--- src/rtl/cbu_pkg.sv ---
package cbu_pkg;

    localparam int ADDR_W  = 32;
    localparam int INSN_W  = 16;
    localparam int SEL_W   = 5;
    localparam int CC_W    = 4;
    localparam int LOFF_W  = 11;
    localparam int SOFF_W  = 8;
    localparam int HI_SH   = 12;

    localparam logic [SEL_W-1:0] SEL_JUMP    = 5'd28;
    localparam logic [SEL_W-1:0] SEL_UNDEF   = 5'd29;
    localparam logic [SEL_W-1:0] SEL_LONG_HI = 5'd30;
    localparam logic [SEL_W-1:0] SEL_LONG_LO = 5'd31;
    localparam logic [3:0]       COND_GROUP  = 4'b1101;
    localparam logic [CC_W-1:0]  CC_UNDEF    = 4'hE;
    localparam logic [CC_W-1:0]  CC_TRAP     = 4'hF;

    typedef enum logic [2:0] {
        K_OTHER,
        K_COND,
        K_TRAP,
        K_UNDEF,
        K_JUMP,
        K_LONG_HI,
        K_LONG_LO
    } kind_t;

    typedef struct packed {
        logic n;
        logic z;
        logic c;
        logic v;
    } flags_t;

    typedef struct packed {
        logic              pc_we;
        logic [ADDR_W-1:0] pc_val;
        logic              link_we;
        logic [ADDR_W-1:0] link_val;
        logic              flush;
        logic              undef;
        logic              trap;
        logic [ADDR_W-1:0] trap_word;
        logic              pair;
    } result_t;

endpackage

--- src/rtl/cbu_classify.sv ---
module cbu_classify
    import cbu_pkg::*;
(
    input  logic [INSN_W-1:0] instr,
    output kind_t             kind
);

    logic [SEL_W-1:0] sel;
    logic [CC_W-1:0]  cc;

    assign sel = instr[INSN_W-1 -: SEL_W];
    assign cc  = instr[11:8];

    always_comb begin
        kind = K_OTHER;
        if (instr[15:12] == COND_GROUP) begin
            if (cc == CC_TRAP)       kind = K_TRAP;
            else if (cc == CC_UNDEF) kind = K_UNDEF;
            else                     kind = K_COND;
        end else begin
            unique case (sel)
                SEL_JUMP:    kind = K_JUMP;
                SEL_UNDEF:   kind = K_UNDEF;
                SEL_LONG_HI: kind = K_LONG_HI;
                SEL_LONG_LO: kind = K_LONG_LO;
                default:     kind = K_OTHER;
            endcase
        end
    end

endmodule

--- src/rtl/cbu_cond.sv ---
module cbu_cond
    import cbu_pkg::*;
(
    input  logic [CC_W-1:0] code,
    input  flags_t          fl,
    output logic            take
);

    logic nv_same;
    assign nv_same = (fl.n == fl.v);

    always_comb begin
        take = 1'b0;
        unique case (code)
            4'h0:    take = fl.z;
            4'h1:    take = !fl.z;
            4'h2:    take = fl.c;
            4'h3:    take = !fl.c;
            4'h4:    take = fl.n;
            4'h5:    take = !fl.n;
            4'h6:    take = fl.v;
            4'h7:    take = !fl.v;
            4'h8:    take = fl.c && !fl.z;
            4'h9:    take = !fl.c || fl.z;
            4'hA:    take = nv_same;
            4'hB:    take = !nv_same;
            4'hC:    take = !fl.z && nv_same;
            4'hD:    take = fl.z || !nv_same;
            default: take = 1'b0;
        endcase
    end

endmodule

--- src/rtl/cbu_target.sv ---
module cbu_target
    import cbu_pkg::*;
#(
    parameter logic [ADDR_W-1:0] TRAP_BASE = 32'hEF00_0000,
    parameter logic [ADDR_W-1:0] BRK_CODE  = 32'h0000_00A5
) (
    input  logic [INSN_W-1:0] instr,
    input  logic [INSN_W-1:0] instr_next,
    input  logic [ADDR_W-1:0] pc,
    input  logic [ADDR_W-1:0] link_in,
    input  kind_t             kind,
    input  logic              take,
    output result_t           res
);

    localparam int STEP   = INSN_W / 8;
    localparam int HI_TOP = LOFF_W + HI_SH;

    logic [ADDR_W-1:0] pc_seq;
    logic [ADDR_W-1:0] pc_half;
    logic [ADDR_W-1:0] off_cond;
    logic [ADDR_W-1:0] off_jump;
    logic [ADDR_W-1:0] off_hi;
    logic [ADDR_W-1:0] off_lo_here;
    logic [ADDR_W-1:0] off_lo_next;
    logic [ADDR_W-1:0] link_hi;
    logic              fuse;
    logic [SOFF_W-1:0] imm;

    assign pc_half     = pc + ADDR_W'(STEP);
    assign pc_seq      = pc + ADDR_W'(2 * STEP);
    assign off_cond    = {{(ADDR_W-SOFF_W-1){instr[SOFF_W-1]}}, instr[SOFF_W-1:0], 1'b0};
    assign off_jump    = {{(ADDR_W-LOFF_W-1){instr[LOFF_W-1]}}, instr[LOFF_W-1:0], 1'b0};
    assign off_hi      = {{(ADDR_W-HI_TOP){instr[LOFF_W-1]}}, instr[LOFF_W-1:0], {HI_SH{1'b0}}};
    assign off_lo_here = {{(ADDR_W-LOFF_W-1){1'b0}}, instr[LOFF_W-1:0], 1'b0};
    assign off_lo_next = {{(ADDR_W-LOFF_W-1){1'b0}}, instr_next[LOFF_W-1:0], 1'b0};
    assign link_hi     = pc_seq + off_hi;
    assign fuse        = (instr_next[INSN_W-1 -: SEL_W] == SEL_LONG_LO);
    assign imm         = instr[SOFF_W-1:0];

    always_comb begin
        res = '0;
        unique case (kind)
            K_COND: begin
                if (take) begin
                    res.pc_we  = 1'b1;
                    res.pc_val = pc_seq + off_cond;
                    res.flush  = 1'b1;
                end
            end
            K_JUMP: begin
                res.pc_we  = 1'b1;
                res.pc_val = pc_seq + off_jump;
                res.flush  = 1'b1;
            end
            K_UNDEF: begin
                res.undef = 1'b1;
            end
            K_TRAP: begin
                res.trap = 1'b1;
                if (imm == 8'h18)
                    res.trap_word = TRAP_BASE | {8'h00, imm, 16'h0000};
                else if (imm == 8'hFE)
                    res.trap_word = TRAP_BASE | BRK_CODE;
                else
                    res.trap_word = TRAP_BASE | {24'h0, imm};
            end
            K_LONG_HI: begin
                res.link_we = 1'b1;
                if (fuse) begin
                    res.pc_we    = 1'b1;
                    res.pc_val   = link_hi + off_lo_next;
                    res.link_val = pc_seq | ADDR_W'(1);
                    res.flush    = 1'b1;
                    res.pair     = 1'b1;
                end else begin
                    res.link_val = link_hi;
                end
            end
            K_LONG_LO: begin
                res.pc_we    = 1'b1;
                res.pc_val   = link_in + off_lo_here;
                res.link_we  = 1'b1;
                res.link_val = pc_half | ADDR_W'(1);
                res.flush    = 1'b1;
            end
            default: res = '0;
        endcase
    end

endmodule

--- src/rtl/cbu_branch_unit.sv ---
module cbu_branch_unit
    import cbu_pkg::*;
#(
    parameter logic [31:0] TRAP_BASE = 32'hEF00_0000,
    parameter logic [31:0] BRK_CODE  = 32'h0000_00A5
) (
    input  logic        clk,
    input  logic        rst_n,
    input  logic        start,
    input  logic [15:0] instr,
    input  logic [15:0] instr_next,
    input  logic [31:0] pc,
    input  logic [3:0]  flags,
    input  logic [31:0] link_in,
    output logic        res_valid,
    output logic [31:0] pc_out,
    output logic        pc_we,
    output logic [31:0] link_out,
    output logic        link_we,
    output logic        flush,
    output logic        undef,
    output logic        trap,
    output logic [31:0] trap_word,
    output logic        pair
);

    typedef enum logic [0:0] {
        ST_IDLE,
        ST_SHOW
    } state_t;

    state_t  state_q, state_d;
    kind_t   kind;
    logic    take;
    flags_t  fl;
    result_t res_d, res_q;

    assign fl = flags_t'(flags);

    cbu_classify u_classify (
        .instr (instr),
        .kind  (kind)
    );

    cbu_cond u_cond (
        .code (instr[11:8]),
        .fl   (fl),
        .take (take)
    );

    cbu_target #(
        .TRAP_BASE (TRAP_BASE),
        .BRK_CODE  (BRK_CODE)
    ) u_target (
        .instr      (instr),
        .instr_next (instr_next),
        .pc         (pc),
        .link_in    (link_in),
        .kind       (kind),
        .take       (take),
        .res        (res_d)
    );

    always_comb begin
        state_d = state_q;
        unique case (state_q)
            ST_IDLE: if (start) state_d = ST_SHOW;
            ST_SHOW: state_d = start ? ST_SHOW : ST_IDLE;
            default: state_d = ST_IDLE;
        endcase
    end

    always_ff @(posedge clk or negedge rst_n) begin
        if (!rst_n) state_q <= ST_IDLE;
        else        state_q <= state_d;
    end

    always_ff @(posedge clk or negedge rst_n) begin
        if (!rst_n)     res_q <= '0;
        else if (start) res_q <= res_d;
        else            res_q <= '0;
    end

    assign res_valid = (state_q == ST_SHOW);
    assign pc_out    = res_q.pc_val;
    assign pc_we     = res_q.pc_we;
    assign link_out  = res_q.link_val;
    assign link_we   = res_q.link_we;
    assign flush     = res_q.flush;
    assign undef     = res_q.undef;
    assign trap      = res_q.trap;
    assign trap_word = res_q.trap_word;
    assign pair      = res_q.pair;

    p_valid_follows_start_r2: assert property (@(posedge clk) disable iff (!rst_n)
        start |=> res_valid);
    p_quiet_without_start_r2: assert property (@(posedge clk) disable iff (!rst_n)
        !start |=> !res_valid && !pc_we && !link_we && !flush && !trap && !undef);
    p_write_flushes_r4: assert property (@(posedge clk) disable iff (!rst_n)
        pc_we |-> flush);
    p_undef_silent_r6: assert property (@(posedge clk) disable iff (!rst_n)
        undef |-> !pc_we && !link_we && !trap && !flush);
    p_pair_links_r9: assert property (@(posedge clk) disable iff (!rst_n)
        pair |-> link_we && flush && link_out[0]);
    p_trap_no_flush_r11: assert property (@(posedge clk) disable iff (!rst_n)
        trap |-> !flush && !pc_we);
    p_effects_need_valid_r12: assert property (@(posedge clk) disable iff (!rst_n)
        (pc_we || link_we || undef || trap) |-> res_valid);

endmodule

--- config.mk ---
export PLATFORM = sky130hd
export DESIGN_NAME = cbu_branch_unit
export DESIGN_NICKNAME = d
export VERILOG_FILES = /design/src/rtl/cbu_pkg.sv /design/src/rtl/cbu_classify.sv /design/src/rtl/cbu_cond.sv /design/src/rtl/cbu_target.sv /design/src/rtl/cbu_branch_unit.sv
export SDC_FILE = /design/constraint.sdc
export NUM_CORES = 1
export LEC_CHECK = 0
export ABC_CLOCK_PERIOD_IN_PS = 800
export BUFFER_PORTS_ARGS = -buffer_cell sky130_fd_sc_hd__buf_2
export CAP_MARGIN = 10
export CORE_MARGIN = 3
export CORE_UTILIZATION = 25
export CTS_CLUSTER_SIZE = 30
export DETAILED_ROUTE_END_ITERATION = 16
export PLACE_DENSITY = 0.51
export SYNTH_ARGS = -nofsm -noshare
export SYNTH_HDL_FRONTEND = slang
export SYNTH_SLANG_ARGS = --single-unit
--- constraint.sdc ---
create_clock -name clk -period 0.8 [get_ports clk]
set_input_delay 0 -clock clk [delete_from_list [all_inputs] [get_ports clk]]
set_output_delay 0 -clock clk [all_outputs]
set_load 0.03 [all_outputs]
# == After elaboration in Yosys (flattened, before gate mapping) ==
# Index checks and enable logic that the tools add are counted.
# word_totals
reg_bits,103
input_bits,103
output_inout_bits,103
# classes
reduce_logical,11
n_mux,20
add_sub_neg,7
eq_ne,30
# ops
cell,n
33-bit one-hot mux with 4 select lines,1
102-bit two-way mux,1
33-bit two-way mux,3
32-bit adder,3
33-bit one-hot mux with 2 select lines,1
32-bit by 12-bit adder with 32-bit output,2
"4-bit equality test, second input constant",9
"32-bit by 2-bit adder with 32-bit output, second input constant",1
"32-bit by 3-bit adder with 32-bit output, second input constant",1
32-bit two-way mux,1
"5-bit equality test, second input constant",5
24-bit two-way mux,1
"4-bit by 3-bit equality test with 1-bit output, second input constant",4
1-bit one-hot mux with 14 select lines,1
3-bit one-hot mux with 4 select lines,1
"3-bit equality test, second input constant",3
"4-bit by 2-bit equality test with 1-bit output, second input constant",2
"8-bit by 5-bit equality test with 1-bit output, second input constant",1
"8-bit equality test, second input constant",1
8-bit two-way mux,1
"3-bit by 2-bit equality test with 1-bit output, second input constant",2
3-bit two-way mux,2
1-bit logical NOT,5
1-bit two-way mux,5
other kinds (9),11

# == Logic depth before layout (Yosys ltp) ==
# Gate-level depths: netlist of run 1.
# depth
word_depth,8
mapped_depth,19

# == By module ==
# From an unflattened synthesis of run 1, not the netlist that was laid out.
# unflattened
hier_cells,1381
hier_area_um2,11100.6
# by_module_without_submodules
module,cells_per_inst,area_per_inst_um2,instances
cbu_target,1139,7586.0,1
cbu_branch_unit,216,3326.9,1
cbu_cond,16,127.6,1
cbu_classify,10,60.1,1

# == Worst setup path after synthesis of run 1 ==
# OpenSTA, ideal clock, no wires.
# synth_timing
path_type,input-to-reg
start,input port pc[15]
end,"register res_q, in the netlist pc_out[31]"
path_buffers,2
stages,19
path_slack_ns,-2.738
required_time_ns,0.664
t_arrival_ns,3.401
cell_sequence,buf_2 and4_1 nand3_1 nor3_1 and3_1 and4_1 xor2_1 ha_1 clkbuf_1 nand3_1 nor4_1 nand2_1 a21oi_1 nor2_1 xor2_1 nor4_1 a211oi_1 nor3_1 a21oi_1
# synth_via
elab_chain_cells,6
# synth_rtl
element,line,text
from (decl),cbu_branch_unit.sv:12,"input logic [31:0] pc,"
32-bit by 3-bit adder with 32-bit output *,cbu_target.sv:31,assign pc_seq = pc + ADDR_W'(2 * STEP);
32-bit adder,cbu_target.sv:37,assign link_hi = pc_seq + off_hi;
32-bit by 12-bit adder with 32-bit output,cbu_target.sv:72,res.pc_val = link_hi + off_lo_next;
33-bit two-way mux,cbu_target.sv:70,if (fuse) begin
33-bit one-hot mux with 4 select lines *,cbu_target.sv:43,unique case (kind)
102-bit two-way mux *,cbu_branch_unit.sv:80,else if (start) res_q <= res_d;
to (signal assigned),cbu_branch_unit.sv:80,
to (decl),cbu_branch_unit.sv:36,"result_t res_d, res_q;"
# Every way passes the cells marked *; elsewhere a longest branch is shown, timed or not.

# == Worst setup path in the final report of run 1 ==
# layout_timing
start,input port pc[8]
end,"register res_q, in the netlist pc_out[30]"
# The elaborated chain is that of the path after synthesis.

==> qor.yml, run 1 <==
syn-cell-area_um2: 10100
end_kind: "flop"
violations: "setup timing"
critPathKind: "input pin to flop"
grt_use_met2: 0.367
syn_avg_cell_area_um2: 8.00
final_nets: 2219
relSlewSlack: 0.568
cp_max_fo: 7
worst_ep_arrival_time_ns: 3.52
power_density_nw_per_um2: 1090
worst_pin_slew_ns: 0.644
synth_edf_count: 0
fmax_mhz: 306
detail_route.wl_per_cell_um: 19.6
pre_cts_ws_ns: -3.02
hold_path_class: "input pin to asynchronous set/reset pin"
io-pin-count: 206
coreArea_um2: 39800
yosysUniqueCellTypes: 85
p_leak_uw: 0.00904
fin_ws_ns: -2.46
busiest_layer: "met2"
start_util: 0.254
dp_hpwl_um: 38800
whs_ns: 0.000872
max_cap_viol_count: 0
clk_pin_slew_ns: 0.07
synth_warnings: 0
outcome: "finished with violations"
period_minus_slack_ns: 3.26
cts_tree: "done"
die_h_um: 207
track_usage: 0.226
vias: 12800
drive_gt1_frac: 0.569
gp_congestion: 0.918
h-tree-depth: 3
first_pass_iters: 7
met1_usage: 0.317
die_area_um2: 42900
met3_usage: 0.0262
ir_drop_v: 0.000999
cts_sinks: 87
hold_violations: 0
area_delta_synth_final_pct: 97.1
routed_via_density: 5.00
finalMaxSlewViolations: 0
start_kind: "input pin"
rsz0062_at_grt: "yes"
numPlacedInstances: 2438
drc: 0
setup_viol: 166
grt_max_degree: 46
die_x_um: 207
totalWireLength_um: 50100
crit_required_ns: 1.06
synthesis.instances: 1265
cts-buffers-inserted: 9
async_flop_share: 1.00
first_global_vias: 13000
ant_nets: 0
cts_buffer_depth: 2
clock-root-buffer: "clkbuf_16"
place.port_buffers: 196
stdcell_count: 2557
first_iter_violations: 787
grt_overflow_total: 0
yosysSeqAreaShare: 0.215
grt_pass1_wl_um: 76200
rows: 73
synth_seq_cells: 87
fin_crit_sh: 4.08
antenna_found_initial: 1
ys.flop_type: "dfrtp_1"
==> cell families after synthesis <==
| group | after synthesis | synth area share |
|---|---|---|
| and+or+nand+nor | 460 | 0.232 |
| AOI/OAI and AO/OA | 392 | 0.261 |
| xor gates and xnor gates | 148 | 0.131 |
| adders and majority gates | 90 | 0.114 |
| DFF | 87 | 0.215 |
| buffers and inverters | 80 | 0.0373 |
| muxes | 7 | 0.00828 |
| other | 1 | 0.000371 |
==> critical path, stage by stage <==
cell	delay, ns
buf_6	0.07
and3_4	0.22
buf_12	0.11
nand3_4	0.09
nor2_4	0.21
buf_12	0.13
nand2_1	0.06
xnor2_1	0.14
buf_4	0.16
ha_4	0.32
nand3_1	0.12
buf_4	0.16
o21ba_4	0.23
a211o_1	0.33
a22oi_4	0.21
buf_4	0.16
nand4_1	0.15
nor3_2	0.17
a211oi_1	0.09
a211oi_1	0.25
a21oi_1	0.12
==> synth_stat cells, types with 13 or more instances <==
cell / number / area, µm²
nor2_1: 106 / 398
a21oi_1: 114 / 571
nor2b_1: 24 / 150
nand2_1: 107 / 402
nand4_1: 14 / 87.6
nand3_1: 56 / 280
ha_1: 86 / 1080
a31oi_1: 21 / 131
xnor2_1: 84 / 736
and2_1: 22 / 138
and3_1: 26 / 163
dfrtp_1: 87 / 2180
a222oi_1: 13 / 130
nand2b_1: 15 / 93.8
nor3_1: 27 / 135
a211oi_1: 20 / 150
xor2_1: 61 / 534
inv_1: 23 / 86.3
buf_4: 16 / 120
and4_1: 13 / 114
clkbuf_1: 29 / 109
o21ai_0: 60 / 300
a21o_1: 36 / 270
o22ai_1: 19 / 119
or3_1: 17 / 106
==> layer usage <==
metal / part of all wire / up-vias
li1: - / 6181
met1: 0.46 / 6195
met2: 0.47 / 363
met3: 0.052 / 56
met4: 0.024 / 0
met5: 0 / -
==> layout make-up <==
cell class | instances | area [µm²]
Sequential cell | 87 | 2180
Multi-Input combinational cell | 1112 | 10000
Fill cell | 3776 | 19900
Antenna cell | 1 | 2.50
Inverter | 23 | 91.3
Tap cell | 525 | 657
Clock buffer | 9 | 225
Clock inverter | 7 | 68.8
Timing Repair Buffer | 793 | 6700
==> worst paths after layout <==
check	startpoint	end	slack, ns
worst max-delay path	pc[8]	pc_out[30]	-2.46
worst min-delay path	rst_n	pc_out[8]	0.0009
max in group asynchronous	rst_n	pair	0.30
min in group clk	pc[1]	pc_out[1]	0.01
==> flip-flops by register name (all words and copies together) (netlist names) <==
register	count
pair	1
pc_out	32
pc_we	1
link_we	1
flush	1
link_out	32
res_valid	1
undef	1
trap_word	17
==> through the flow <==
stage          setup TNS [ns]  area (µm²)  utilization  total power (µW)
6_report              -108.44       19900        0.501             21700
5_1_grt               -118.25       19900        0.501             23000
4_1_cts               -105.61       18900        0.475             20700
3_5_place_dp          -134.09       15900        0.399             14300
3_3_place_gp          -132.49       15900        0.399             14300
2_1_floorplan          -84.46       10800            -              9600
==> power breakdown <==
group	internal, µW	total (µW)	switching, µW
Sequential	4450	4480	29.1
Combinational	6530	12800	6270
Clock	2210	4460	2250
==> layout by cell type (no fill, tap or decap), types with 15 or more instances in the layout <==
cell	instances
a21o_1	35
a21oi_1	64
a21oi_2	45
a31oi_1	17
and3_1	17
buf_12	16
buf_2	84
buf_4	492
buf_6	186
conb_1	15
dfrtp_1	85
ha_1	50
ha_4	35
inv_1	19
nand2_1	85
nand3_1	44
nor2_1	80
nor2_4	15
nor2b_1	16
o21ai_0	38
xnor2_1	60
xor2_1	45
==> repair_timing <==
action,CTS,global route
endpoints found under the hold margin,95,1
hold buffers,6,1
buffers inserted,76,40
setup endpoints to repair,168,170
pin swaps,151,138
gates resized for setup,483,163
Power figures use the tool's default switching activity.
==> run 2, diff against run 1 <==
ABC_AREA = 0   (was default)
ABC_CLOCK_PERIOD_IN_PS = 3100   (was 800)
CORE_MARGIN = default   (was 3)
clock period = 3.1 ns   (was 0.8 ns; I/O delays follow)
==> run 2 against run 1 <==
  * The run still ends with setup timing left
  * Final cell count decreased by 6.4%
  * Core utilization shrank 8.9 points
  * Global-route usage decreased by 0.090 points
  * Die area decreased by 3.8%
  * Largest cell class unchanged
==> qor.yml, run 2 (same netlist as run 1, synthesis figures left out) <==
outcome: "finished with violations"
violations: "setup timing"
switching_share: 0.393  # -0.000487
antenna_found_initial: 0  # -1
worst_ep_arrival_time_ns: 3.42  # -0.10 ns
final_cell_mix: "buf_4, buf_2, a21oi_1"
dp_hpwl_um: 36900  # -4.8%
area_delta_synth_final_pct: 62.1
numPlacedInstances: 2328  # -4.5%
hold_path_class: "input pin to flop"
h-tree-depth: 3  # unchanged
final_nets: 2057  # -7.3%
relSlewSlack: 0.371  # -0.197
fin_crit_sh: 1.02
track_usage: 0.225  # -0.000898
pwr-share-comb: 0.544  # -0.045
first_pass_iters: 5  # -2
grt_overflow_total: 0  # unchanged
finalMaxSlewViolations: 0  # unchanged
cts_sinks: 87  # unchanged
first_global_vias: 12200  # -6.8%
routed_via_density: 5.03  # +0.51%
ir_drop_v: 0.000274  # -73%
fmax_mhz: 315
rsz0062_at_grt: "yes"
switching_power_uw: 1940  # -77%
diodes: 0  # -1
clk_pin_slew_ns: 0.08  # about the same
coreArea_um2: 39800  # unchanged
critPathKind: "input pin to flop"
io-pin-count: 206  # unchanged
p_int_uw: 2990  # -77%
grt_pass1_wl_um: 70600  # -7.3%
worst_pin_slew_ns: 0.944  # +0.299 ns
place.port_buffers: 196  # unchanged
first_iter_violations: 776  # -1.4%
totalWireLength_um: 46500  # -7.2%
drc: 0  # unchanged
start_kind: "input pin"
die_h_um: 203  # -1.9%
setup_viol: 8  # -95%
power_density_nw_per_um2: 301  # -72%
cts-buffers-inserted: 9  # unchanged
fin_ws_ns: -0.0717  # +2.39 ns
die_x_um: 203  # -1.9%
hold_start: "pc[30]"
pwr-share-clk: 0.222  # +0.017
max_cap_viol_count: 0  # unchanged
clock-root-buffer: "clkbuf_16"
start_util: 0.254  # unchanged
vias: 12000  # -5.9%
stdcell_count: 2394  # -6.4%
holdPathStages: 4
gp_congestion: 0.948  # +3.2%
ant_nets: 0  # unchanged
die_area_um2: 41300  # -3.8%
p_leak_uw: 0.00770  # -15%
drive_gt1_frac: 0.435  # -0.134
cp_max_fo: 4  # -3
detail_route.wl_per_cell_um: 19.4  # -0.89%
fin_area_um2: 16400  # -18%
min_to: "link_out[30]"
cts_tree: "done"
cts_buffer_depth: 2  # unchanged
rows: 73  # unchanged
end_kind: "flop"
dpl_cell_area_um2: 14700  # -7.8%
final_common_cell: "buf_4"
setup_tns_ns: -0.276  # +108.17 ns
period_minus_slack_ns: 3.17
power_frac_seq: 0.234  # +0.028
crit_required_ns: 3.35  # +2.29 ns
grt_max_degree: 66  # +43%
hold_violations: 0  # unchanged
==> run 2: how the worst max path moves through the flow <==
| stage | to | slack (ns) | from | cells after the start |
|---|---|---|---|---|
| 2_1_floorplan | pc_out[31] | -0.07 | pc[6] | 17 |
| 5_1_grt | pc_out[29] | -0.27 | pc[8] | 19 |
| 3_3_place_gp | pc_out[29] | -0.81 | pc[8] | 20 |
| 4_1_cts | pc_out[31] | -0.08 | pc[2] | 20 |
| 6_report | pc_out[29] | -0.07 | pc[6] | 19 |
| 3_5_place_dp | pc_out[31] | -0.75 | pc[6] | 20 |
==> run 2: what timing repair did <==
item / in CTS / in global routing
gates resized for setup: 130 / 51
hold buffers: 12 / 0
hold endpoints to repair: 73 / 0
setup endpoints to repair: 17 / 23
pin swaps: 78 / 57
buffers inserted: 25 / 14
==> run 2: power groups by stage <==
stage,Sequential (µW),Clock [µW],Combinational (µW)
finish,1150,1100,2680
global route,1150,1180,2890
CTS,1150,1140,2550
detailed placement,1170,0,2330
global placement,1170,0,2320
floorplan,1200,0,1200
==> run 2: critical path: stages <==
cell and delay, ns:
buf_6 0.08, and3_4 0.19, nand3_4 0.12, nor2_4 0.18, xor2_4 0.21, ha_4 0.16
inv_2 0.04, fa_2 0.38, nor2b_4 0.13, o211ai_1 0.17, o21ba_2 0.28, a211o_1 0.33
a22oi_4 0.20, nand4_1 0.17, buf_6 0.18, nor2_4 0.15, a211oi_4 0.10, nor4_4 0.26
a21oi_1 0.09
==> run 2: per-stage QoR <==
stage	total power [µW]	hold slack, ns	worst slack (ns)	util
6_report	4930	0.0178	-0.0717	0.412
5_1_grt	5230	0.0389	-0.272	0.412
4_1_cts	4840	0.00398	-0.0803	0.402
3_5_place_dp	3500	0.207	-0.750	0.368
3_3_place_gp	3490	0.201	-0.813	0.368
2_1_floorplan	2410	-0.296	-0.0732	-
==> run 2: area by class of cell <==
class | instances | area, µm²
fillers | 4118 | 23400
multi-input cells | 1112 | 8780
repair buffers | 631 | 4430
flip-flops and latches | 87 | 2180
well taps | 525 | 657
clock buffers | 10 | 229
inverters | 23 | 86.3
clock inverters | 6 | 43.8
==> run 2: per-layer routing <==
| metal | track usage | wire, µm |
|---|---|---|
| met1 | 0.318 | 22400 |
| met4 | 0.0548 | 896 |
| met5 | 0 | 0 |
| met3 | 0.0283 | 2510 |
| met2 | 0.360 | 20700 |
==> run 3, diff against run 2 <==
HOLD_SLACK_MARGIN = 0.12   (was default)
==> run 3 against run 2 <==
  * The flow still finishes with violations (setup timing)
  * Global-route usage up 0.16 points
  * Flip-flop and latch count is the same
  * Total power increased by 1.7%
  * Critical path depth did not move
  * First-iteration DRC count up 14%
  * Non-clock buffer count rose by 36
  * Via count is 1.9% higher
  * Core utilization rose by 1.3 points
  * Design area rose by 3.2%
  * Largest cell class unchanged
==> qor.yml, run 3 (same netlist as run 1, synthesis figures left out) <==
outcome: "finished with violations"
violations: "setup timing"
cts_sinks: 87  # unchanged
grt_max_degree: 66  # unchanged
routed_via_density: 5.05  # +0.32%
power_frac_seq: 0.230  # -0.004
io-pin-count: 206  # unchanged
final_common_cell: "buf_4"
pwr-share-comb: 0.552  # +0.008
setup_tns_ns: -0.502  # -0.226 ns
regArea_um2: 2180  # unchanged
final_nets: 2093  # +1.8%
ir_drop_v: 0.000277  # +1.1%
fin_ws_ns: -0.112  # -0.0407 ns
finalMaxSlewViolations: 0  # unchanged
hold_violations: 0  # unchanged
fin_util: 0.425  # +0.0130
p_int_uw: 3050  # +1.7%
fin_area_um2: 16900  # +3.2%
grt_pass1_wl_um: 71300  # +0.94%
switching_power_uw: 1970  # +1.6%
rsz0062_at_grt: "yes"
die_area_um2: 41300  # unchanged
vias: 12300  # +1.9%
first_global_vias: 12300  # +1.5%
power_density_nw_per_um2: 296  # -1.5%
antenna_found_initial: 1  # +1
coreArea_um2: 39800  # unchanged
final_cell_mix: "buf_4, buf_2, a21oi_1"
cp_cell_sequence: "buf_6 > and3_4 > nand3_4 > nor2_4 > xor2_4 > ha_4 > inv_2 > fa_2 > nor2b_4 > o211ai_1 > o21ba_2 > a211o_1 > a22oi_4 > nand4_1 > buf_6 > nor2_4 > a211oi_4 > nor4_4 > a21oi_1"
totalWireLength_um: 47200  # +1.5%
fmax_mhz: 311  # -1.3%
cts-buffers-inserted: 9  # unchanged
drc: 0  # unchanged
switching_share: 0.393  # about the same
crit_required_ns: 3.35  # about the same
cts_buffer_depth: 2  # unchanged
max_cap_viol_count: 0  # unchanged
ant_nets: 0  # unchanged
dp_hpwl_um: 36900  # unchanged
cp_max_fo: 4  # unchanged
die_x_um: 203  # unchanged
critPathKind: "input pin to flop"
end_kind: "flop"
fin_crit_sh: 1.04  # +0.0131
setup_viol: 9  # +1
worst_pin_slew_ns: 0.942  # -0.00131 ns
whs_ns: 0.121  # +0.103 ns
hold_path_class: "input pin to flop"
rows: 73  # unchanged
slowest_stage: "fa_2"
worst_ep_arrival_time_ns: 3.46  # +0.04 ns
dpl_cell_area_um2: 14700  # unchanged
crit_path_max_incr_delay_ns: 0.38  # about the same
first_iter_violations: 883  # +14%
clk_pin_slew_ns: 0.07  # about the same
h-tree-depth: 3  # unchanged
drive_gt1_frac: 0.436  # +0.00123
track_usage: 0.227  # +0.00161
place.port_buffers: 196  # unchanged
worst_path_dominant_cell_family: "simple AND/OR/NAND/NOR gates"
detail_route.wl_per_cell_um: 19.4  # about the same
die_h_um: 203  # unchanged
start_kind: "input pin"
area_delta_synth_final_pct: 67.2
fill_cells: 4075  # -1.0%
clock-root-buffer: "clkbuf_16"
gp_congestion: 0.948  # unchanged
pwr-share-clk: 0.218  # -0.004
first_pass_iters: 7  # +2
cts_tree: "done"
relSlewSlack: 0.372  # +0.000872
multiInputGateArea_um2: 8920  # +1.6%
start_util: 0.254  # unchanged
p_leak_uw: 0.00790  # +2.7%
grt_overflow_total: 0  # unchanged
period_minus_slack_ns: 3.21  # +0.0407 ns
path_buf_inv: 3  # unchanged
## run 3: cell count changes in the layout (fill, tap and decap cells not counted), moves of 3 or more
cell / change
dlygate4sd3_1: +33
nor3_1: -3
nor3_2: +3
buf_6: +4
## run 3: final cells by class
class,instances,share of cell area
repair buffers,667,0.284
well taps,525,0.0388
flip-flops and latches,87,0.129
clock buffers,10,0.0135
multi-input cells,1112,0.527
clock inverters,6,0.00259
inverters,23,0.00510
diodes,1,0.000148
## run 3: stage by stage
stage,worst slack [ns],power [µW],instances
2_1_floorplan,-0.0732,2410,1279
3_3_place_gp,-0.813,3490,2328
3_5_place_dp,-0.750,3500,2328
4_1_cts,-0.0803,4870,2413
5_1_grt,-0.277,5310,2431
6_report,-0.112,5010,2431
## run 3: what timing repair did
item,in CTS,in global routing
setup buffers,25,19
endpoints found under the setup margin,17,23
hold endpoints to repair,112,0
resized for setup,130,86
hold buffers,45,0
gates cloned,0,0
pin swaps,78,72
## run 3: layer usage
layer  wire length [µm]  GRT usage  up-vias
li1                   -          -     5927
met1              22700      0.319     5941
met2              21300      0.366      348
met3               2340     0.0268       50
met4                916     0.0548        0
met5                  0          0        -
## run 3: power by group through the flow
| stage | combinational (µW) | clock, µW | sequential, µW |
|---|---|---|---|
| after CTS | 2580 | 1140 | 1150 |
| after detailed placement | 2330 | 0 | 1170 |
| final | 2770 | 1100 | 1150 |
| after global placement | 2320 | 0 | 1170 |
| after floorplan | 1200 | 0 | 1200 |
| after global routing | 2970 | 1180 | 1150 |
## run 3: final timing paths
kind                        startpoint           end  cells past startpoint
min in group asynchronous        rst_n     pc_out[8]                      2
max in group asynchronous        rst_n  link_out[18]                      3
hold / removal             link_in[28]    pc_out[28]                      5
setup / recovery                 pc[7]    pc_out[29]                     19
